<file path="config.mk">
export PLATFORM = sky130hd
export DESIGN_NAME = gate_window
export DESIGN_NICKNAME = d
export VERILOG_FILES = /design/src/rtl/gw_pkg.sv /design/src/rtl/gw_trig_edge.sv /design/src/rtl/gw_prio_pick.sv /design/src/rtl/gw_window.sv /design/src/rtl/gw_out_slot.sv /design/src/rtl/gate_window.sv
export SDC_FILE = /design/constraint.sdc
export NUM_CORES = 1
export LEC_CHECK = 0
export BUFFER_PORTS_ARGS = -buffer_cell sky130_fd_sc_hd__buf_4
export CORE_MARGIN = 5
export CORE_UTILIZATION = 56
export DETAILED_ROUTE_END_ITERATION = 8
export GPL_TIMING_DRIVEN = 0
export MAX_ROUTING_LAYER = met4
export PLACE_DENSITY = 0.82
export SLEW_MARGIN = 5
export SYNTH_ARGS = -nofsm -noshare
export SYNTH_HDL_FRONTEND = slang
export SYNTH_SLANG_ARGS = --single-unit
</file>
<file path="constraint.sdc">
create_clock -name clk -period 4.4 [get_ports clk]
set_input_delay 0.88 -clock clk [delete_from_list [all_inputs] [get_ports clk]]
set_output_delay 0.88 -clock clk [all_outputs]
set_load 0.005 [all_outputs]
</file>
<file path="src/rtl/gw_pkg.sv">
package gw_pkg;

    typedef enum logic {
        WIN_IDLE = 1'b0,
        WIN_OPEN = 1'b1
    } win_state_e;

    localparam int GW_LINES = 4;

endpackage

</file>
<file path="src/rtl/gw_trig_edge.sv">
module gw_trig_edge (
    input  logic clk,
    input  logic rst_n,
    input  logic trig,
    output logic rise
);
    logic trig_d, trig_q;

    always_comb begin
        trig_d = trig;
        rise   = trig & ~trig_q;
    end

    always_ff @(posedge clk) begin
        if (!rst_n) trig_q <= 1'b0;
        else        trig_q <= trig_d;
    end
endmodule

</file>
<file path="src/rtl/gw_prio_pick.sv">
module gw_prio_pick #(
    parameter int N     = 4,
    parameter int IDX_W = (N > 1) ? $clog2(N) : 1
) (
    input  logic [N-1:0]     req,
    output logic             hit,
    output logic [IDX_W-1:0] idx
);
    always_comb begin
        hit = |req;
        idx = '0;
        // scan downward so the lowest set line is the last written
        for (int i = N - 1; i >= 0; i--) begin
            if (req[i]) idx = IDX_W'(i);
        end
    end
endmodule

</file>
<file path="src/rtl/gw_window.sv">
module gw_window
    import gw_pkg::*;
#(
    parameter int WIN_W = 16
) (
    input  logic             clk,
    input  logic             rst_n,
    input  logic             enable,
    input  logic             rise,
    input  logic [WIN_W-1:0] win_len,
    input  logic             taken,
    output logic             open,
    output logic [WIN_W-1:0] rem,
    output logic             got,
    output logic             overlap
);
    typedef struct packed {
        win_state_e       st;
        logic [WIN_W-1:0] rem;
        logic             got;
        logic             overlap;
    } win_s;

    win_s s_d, s_q;

    always_comb begin
        s_d = s_q;
        if (!enable) begin
            s_d.st  = WIN_IDLE;
            s_d.rem = '0;
        end else if (s_q.st == WIN_OPEN) begin
            if (rise) s_d.overlap = 1'b1;
            s_d.rem = s_q.rem - 1'b1;
            if (s_q.rem == WIN_W'(1)) s_d.st = WIN_IDLE;
        end else if (rise && (win_len != '0)) begin
            s_d.st  = WIN_OPEN;
            s_d.rem = win_len;
            s_d.got = 1'b0;
        end
        if (taken) s_d.got = 1'b1;
    end

    always_ff @(posedge clk) begin
        if (!rst_n) begin
            s_q.st      <= WIN_IDLE;
            s_q.rem     <= '0;
            s_q.got     <= 1'b0;
            s_q.overlap <= 1'b0;
        end else begin
            s_q <= s_d;
        end
    end

    assign open    = (s_q.st == WIN_OPEN);
    assign rem     = s_q.rem;
    assign got     = s_q.got;
    assign overlap = s_q.overlap;
endmodule

</file>
<file path="src/rtl/gw_out_slot.sv">
module gw_out_slot #(
    parameter int TS_W   = 22,
    parameter int IDX_W  = 2,
    parameter int DROP_W = 8
) (
    input  logic              clk,
    input  logic              rst_n,
    input  logic              live,
    input  logic              got,
    input  logic [TS_W-1:0]   ts_in,
    input  logic [IDX_W-1:0]  ch_in,
    input  logic              out_ready,
    output logic              taken,
    output logic              out_valid,
    output logic [TS_W-1:0]   out_ts,
    output logic [IDX_W-1:0]  out_ch,
    output logic [DROP_W-1:0] drop_cnt
);
    typedef struct packed {
        logic              valid;
        logic [TS_W-1:0]   ts;
        logic [IDX_W-1:0]  ch;
        logic [DROP_W-1:0] drops;
    } slot_s;

    slot_s s_d, s_q;
    logic  cand, slot_free, load, drop;

    always_comb begin
        cand      = live & ~got;
        slot_free = ~s_q.valid | out_ready;
        load      = cand & slot_free;
        drop      = live & (got | ~slot_free);
        taken     = cand;

        s_d = s_q;
        if (load) begin
            s_d.valid = 1'b1;
            s_d.ts    = ts_in;
            s_d.ch    = ch_in;
        end else if (out_ready) begin
            s_d.valid = 1'b0;
        end
        if (drop && (s_q.drops != '1)) s_d.drops = s_q.drops + 1'b1;
    end

    always_ff @(posedge clk) begin
        if (!rst_n) begin
            s_q.valid <= 1'b0;
            s_q.ts    <= '0;
            s_q.ch    <= '0;
            s_q.drops <= '0;
        end else begin
            s_q <= s_d;
        end
    end

    assign out_valid = s_q.valid;
    assign out_ts    = s_q.ts;
    assign out_ch    = s_q.ch;
    assign drop_cnt  = s_q.drops;
endmodule

</file>
<file path="src/rtl/gate_window.sv">
module gate_window #(
    parameter int LINES  = gw_pkg::GW_LINES,
    parameter int WIN_W  = 16,
    parameter int TS_W   = 22,
    parameter int DROP_W = 8,
    localparam int IDX_W = (LINES > 1) ? $clog2(LINES) : 1
) (
    input  logic              clk,
    input  logic              rst_n,
    input  logic              enable,
    input  logic              trig,
    input  logic [LINES-1:0]  evt,
    input  logic [WIN_W-1:0]  win_len,
    input  logic              out_ready,
    output logic              out_valid,
    output logic [TS_W-1:0]   out_ts,
    output logic [IDX_W-1:0]  out_ch,
    output logic              overlap_flag,
    output logic [DROP_W-1:0] drop_cnt
);
    logic             rise;
    logic             hit;
    logic [IDX_W-1:0] win_idx;
    logic             win_open;
    logic [WIN_W-1:0] win_rem;
    logic             win_got;
    logic             taken;
    logic             live;
    logic [TS_W-1:0]  ts_now;

    gw_trig_edge u_edge (
        .clk   (clk),
        .rst_n (rst_n),
        .trig  (trig),
        .rise  (rise)
    );

    gw_prio_pick #(.N(LINES), .IDX_W(IDX_W)) u_pick (
        .req (evt),
        .hit (hit),
        .idx (win_idx)
    );

    gw_window #(.WIN_W(WIN_W)) u_win (
        .clk     (clk),
        .rst_n   (rst_n),
        .enable  (enable),
        .rise    (rise),
        .win_len (win_len),
        .taken   (taken),
        .open    (win_open),
        .rem     (win_rem),
        .got     (win_got),
        .overlap (overlap_flag)
    );

    assign live   = win_open & enable & hit;
    assign ts_now = TS_W'(win_rem);

    gw_out_slot #(.TS_W(TS_W), .IDX_W(IDX_W), .DROP_W(DROP_W)) u_slot (
        .clk       (clk),
        .rst_n     (rst_n),
        .live      (live),
        .got       (win_got),
        .ts_in     (ts_now),
        .ch_in     (win_idx),
        .out_ready (out_ready),
        .taken     (taken),
        .out_valid (out_valid),
        .out_ts    (out_ts),
        .out_ch    (out_ch),
        .drop_cnt  (drop_cnt)
    );
endmodule

</file>
Word level (Yosys, flattened, before mapping). Index checks and enable logic that the tools add are counted.

Register bits after elaboration: 47. Input bits: 25. Output and inout port bits: 34. Logic and storage cells: 51.

Add/subtract/negate cells: 2. Equal/unequal tests: 3. Mux-type cells: 14. Bitwise gates (word level): 12. Reductions and logical operators: 11.

Operators by type and width (count): 2-to-1 mux 18 bit (1); 2-to-1 mux 17 bit (1); equality test 16 x 1 -> 1 bit, second input constant (1); nonzero test 16 bit (1); subtractor 16 x 1 -> 16 bit, second input constant (1); 2-to-1 mux 2 bit (5); adder 8 x 1 -> 8 bit, second input constant (1); != test 8 bit, second input constant (1); nonzero test 2 bit (4); 2-to-1 mux 1 bit (7); AND 1 bit (6); AND reduction 3 bit (2); NOT 1 bit (4); OR reduction 4 bit (1); logical AND 1 bit (2); != test 2 bit, second input constant (1); bitwise OR 1 bit (2); AND reduction 2 bit (1).

Depth between registers and ports, before layout.
Depth in word-level cells: 7. Mapped depth: 7.

Hierarchy. From an unflattened synthesis, not the netlist that was laid out.

Cell total of the unflattened synthesis: 292. Area, all modules: 2469.9 µm².

Modules (own cells, without submodules): gw_out_slot (instances 1, cells each 157, area each 1292.5 µm², seq. area each 660.6 µm²); gw_window (instances 1, cells each 123, area each 1092.3 µm², seq. area each 380.4 µm²); gw_trig_edge (instances 1, cells each 3, area each 40.0 µm², seq. area each 20.0 µm²); gw_prio_pick (instances 1, cells each 7, area each 35.0 µm², seq. area each 0.0 µm²); gate_window (instances 1, cells each 2, area each 10.0 µm², seq. area each 0.0 µm²).

Worst setup path after synthesis. No wires, ideal clock.

Path type: input -> register. Start: input win_len[1]. End: register u_win.rem[13] (netlist name). Setup time: 0.122 ns. Arrival: 2.401 ns. Data required time: 4.278 ns. Path slack: 1.877 ns. Stages: 4. Path buffers: 0. Cells stage by stage: or4_4 -> o41ai_4 -> nor3_2 -> a221o_1.

Longest elaborated chain between the ends: 3.

Ends and longest elaborated chain: from (decl) (line gate_window.sv:13) `input logic [WIN_W-1:0] win_len,`; nonzero test 16 bit (line gw_window.sv:35) `end else if (rise && (win_len != '0)) begin`; logical AND 1 bit (line gw_window.sv:35); nonzero test 2 bit (no line).

No other way between the ends. A chain may end at the register's enable or synchronous reset.

Worst setup path in the final report.
Start: input win_len[1]. End: register u_win.rem[13] (netlist name).

Longest elaborated chain between the ends: 3.

Ends and longest elaborated chain (line): nonzero test 16 bit (gw_window.sv:35); logical AND 1 bit (gw_window.sv:35); nonzero test 2 bit (no line).

No other way between the ends.

==> results.sh <==
export IMPL_critical_path_buf_inv_count=1
export IMPL_cap_violations=0
export IMPL_yosys_warnings=0
export IMPL_path_clk_slew_ns=0.09
export IMPL_hold_viol_final=0
export IMPL_cts_made_buffers=5
export IMPL_io_pins=59
export IMPL_period_needed_ns=2.61
export IMPL_detailroute_via_count=2233
export IMPL_clockBufferDepth=2
export IMPL_syn_to_final_growth_pct=25.2
export IMPL_syn_inst=257
export IMPL_cpPeakStageDelay_ns=0.68
export IMPL_drv_slew=0
export IMPL_hpwlAfterDp_um=4380
export IMPL_p_per_area_nw_per_um2=312
export IMPL_diodes=0
export IMPL_skew_ns=0.0142
export IMPL_die_w_um=74.2
export IMPL_yosysTopAreaCellShare_pct=40.8
export IMPL_hp_class="reg -> reg"
export IMPL_wl_per_cell_um=16.4
export IMPL_dp_cells=363
export IMPL_cp_arrival_ns=2.79
export IMPL_slew_headroom_pct=23.3
export IMPL_synth_avg_cell_area_um2=8.98
export IMPL_core_um2=4000
export IMPL_holdPathStages=2
export IMPL_post_cts_buffers=0
export IMPL_min_period_over_period_pct=59.3
export IMPL_synth_largest_area_cell="dfxtp_1"
export IMPL_antenna_found_initial=0
export IMPL_cp_slowest_cell="o41ai_4"
export IMPL_rr_worst_depth=4
export IMPL_worstMarginPinSlew_ns=1.14
export IMPL_post_cts_resize_count=0
export IMPL_path_depth=5
export IMPL_floorplan_initialDensity_pct=57.7
export IMPL_ir_drop_mv=0.240
export IMPL_clk_latency_ns=0.31
export IMPL_cp_cell_sequence="buf_4, or4_4, o41ai_4, nor3_2, a221o_1"
export IMPL_grt_max_degree=15
export IMPL_crit_fanout=8
export IMPL_grt_total_usage_pct=24.1
export IMPL_synth_area_leaders="dfxtp_1 41%, mux2i_1 8.7%, nor2_1 4.9%"
export IMPL_port_buffers=51
export IMPL_cp_top_family="compound AO/OA/AOI/OAI gates"
export IMPL_tritoncts="built"
export IMPL_final_cells=371
export IMPL_ys_types=52
export IMPL_dr_pass1_iters=7
export IMPL_nets=348
export IMPL_cts_htree_levels=2
export IMPL_routabilityCongestion=0.880
export IMPL_grt_pass1_vias=2083
export IMPL_fillers=332
export IMPL_drtIter0Drc=233
export IMPL_start_kind="input port"
export IMPL_root_buffer="clkbuf_8"
export IMPL_routed_via_density=6.02
export IMPL_synth_flop_cell="dfxtp_1"
export IMPL_synth_edf_count=0
export IMPL_crit_type="in -> reg"
export IMPL_cts_hold_buf=0
export IMPL_synth_area_um2=2310
export IMPL_drive_gt1_share_pct=25.2
export IMPL_status="completed"
export IMPL_yosysSeqAreaShare_pct=40.8
export IMPL_die_height_um=74.2
export IMPL_max_freq_mhz=383
export IMPL_rsz0062_at_grt="no"
export IMPL_drt_total_wl_um=6090
export IMPL_setup_tns_ns=0
export IMPL_die_area_um2=5510
export IMPL_cp_required_ns=4.58
export IMPL_grt_pass1_wl_um=9930
export IMPL_placementRows=23
export IMPL_cp_end_kind="flip-flop"
export IMPL_synth_seq_cells=47
export IMPL_setup_violations=0
export IMPL_leakage_nw=1.13
export IMPL_synthArstFlopShare_pct=0
export IMPL_cts_sinks=47
export IMPL_remaining_drc_errors=0
export IMPL_ant_nets=0
export IMPL_grt_overflow=0
-- cells in the final DEF, fill, tap and decap left out, types with 9 or more instances in the layout --
cell / instances
a21oi_1: 10
nor3_1: 13
clkbuf_1: 10
buf_4: 58
nand2_1: 9
nand3_1: 12
nor2_1: 30
dfxtp_1: 47
mux2i_1: 20
-- metrics by stage --
step / total power [mW] / util [%] / area [um^2] / setup WS, ns / hold slack, ns
after detailed placement: 0.573 / 69.3 / 2770 / 1.57 / 0.479
after global placement: 0.572 / 69.3 / 2770 / 1.55 / 0.464
final: 0.901 / 72.3 / 2890 / 1.79 / 0.501
after floorplan: 0.531 / - / 2330 / 1.88 / 0.461
after global routing: 0.934 / 72.3 / 2890 / 1.75 / 0.527
after CTS: 0.901 / 72.3 / 2890 / 1.81 / 0.499
-- cell families after synthesis --
logic type,share of synthesized area [%]
and+or+nand+nor,22.8
adders and majority gates,1.63
AOI/OAI and AO/OA,18.7
DFF,40.8
buffers and inverters,6.18
other,0.162
muxes,8.67
xor gates and xnor gates,1.14
-- cells in the mapped netlist, types with 7 or more instances --
cell type / n
dfxtp_1: 47
nor2_1: 30
mux2i_1: 20
nor3_1: 13
nand3_1: 12
a21oi_1: 10
clkbuf_1: 10
nand2_1: 9
buf_4: 7
nand4_1: 7
or4_1: 7
-- worst paths after layout --
check	from	to	slack, ns
worst max-delay path	win_len[1]	u_win.rem[13]	1.79
worst min-delay path	u_win.overlap	u_win.overlap	0.50
worst max register to register	u_win.rem[6]	u_win.rem[13]	1.94
worst min register to register	u_win.overlap	u_win.overlap	0.50
-- layer usage --
metal,up-vias,wire [um],part of all wire [%],track usage [%]
li1,1092,-,-,-
met1,1035,2750,45,31.4
met2,96,2810,46,36.6
met4,0,97,1.6,10.1
met5,-,0,0,-
met3,10,431,7.1,4.46
-- sequential cells by signal (all words and copies together) (netlist names) --
| register | flops |
|---|---|
| u_slot.out_ch | 2 |
| u_win.open | 1 |
| u_slot.drop_cnt | 8 |
| u_win.rem | 16 |
| u_edge.trig_q | 1 |
| u_slot.out_valid | 1 |
| u_win.overlap | 1 |
| u_win.got | 1 |
| u_slot.out_ts | 16 |
-- final cells by class --
cell class	count	area, um^2	share of cell area (%)
multi-input cells	187	1240	43.0
flip-flops and latches	47	941	32.6
repair buffers	51	383	13.2
plain buffers	21	116	4.03
clock buffers	6	82.6	2.86
well taps	50	62.6	2.16
clock inverters	2	35.0	1.21
inverters	7	26.3	0.909
-- power breakdown --
part / switching, mW / internal (mW)
clock: 0.148 / 0.184
combinational: 0.0690 / 0.0540
sequential: 0.0113 / 0.434
-- worst reg2reg max path, stage by stage, from the launching register on --
cell     delay, ns
dfxtp_1       0.41
nor4_1        1.00
nand4_1       0.29
a22o_2        0.33
a221o_1       0.31
No activity file was read; power rests on OpenSTA's default activity.
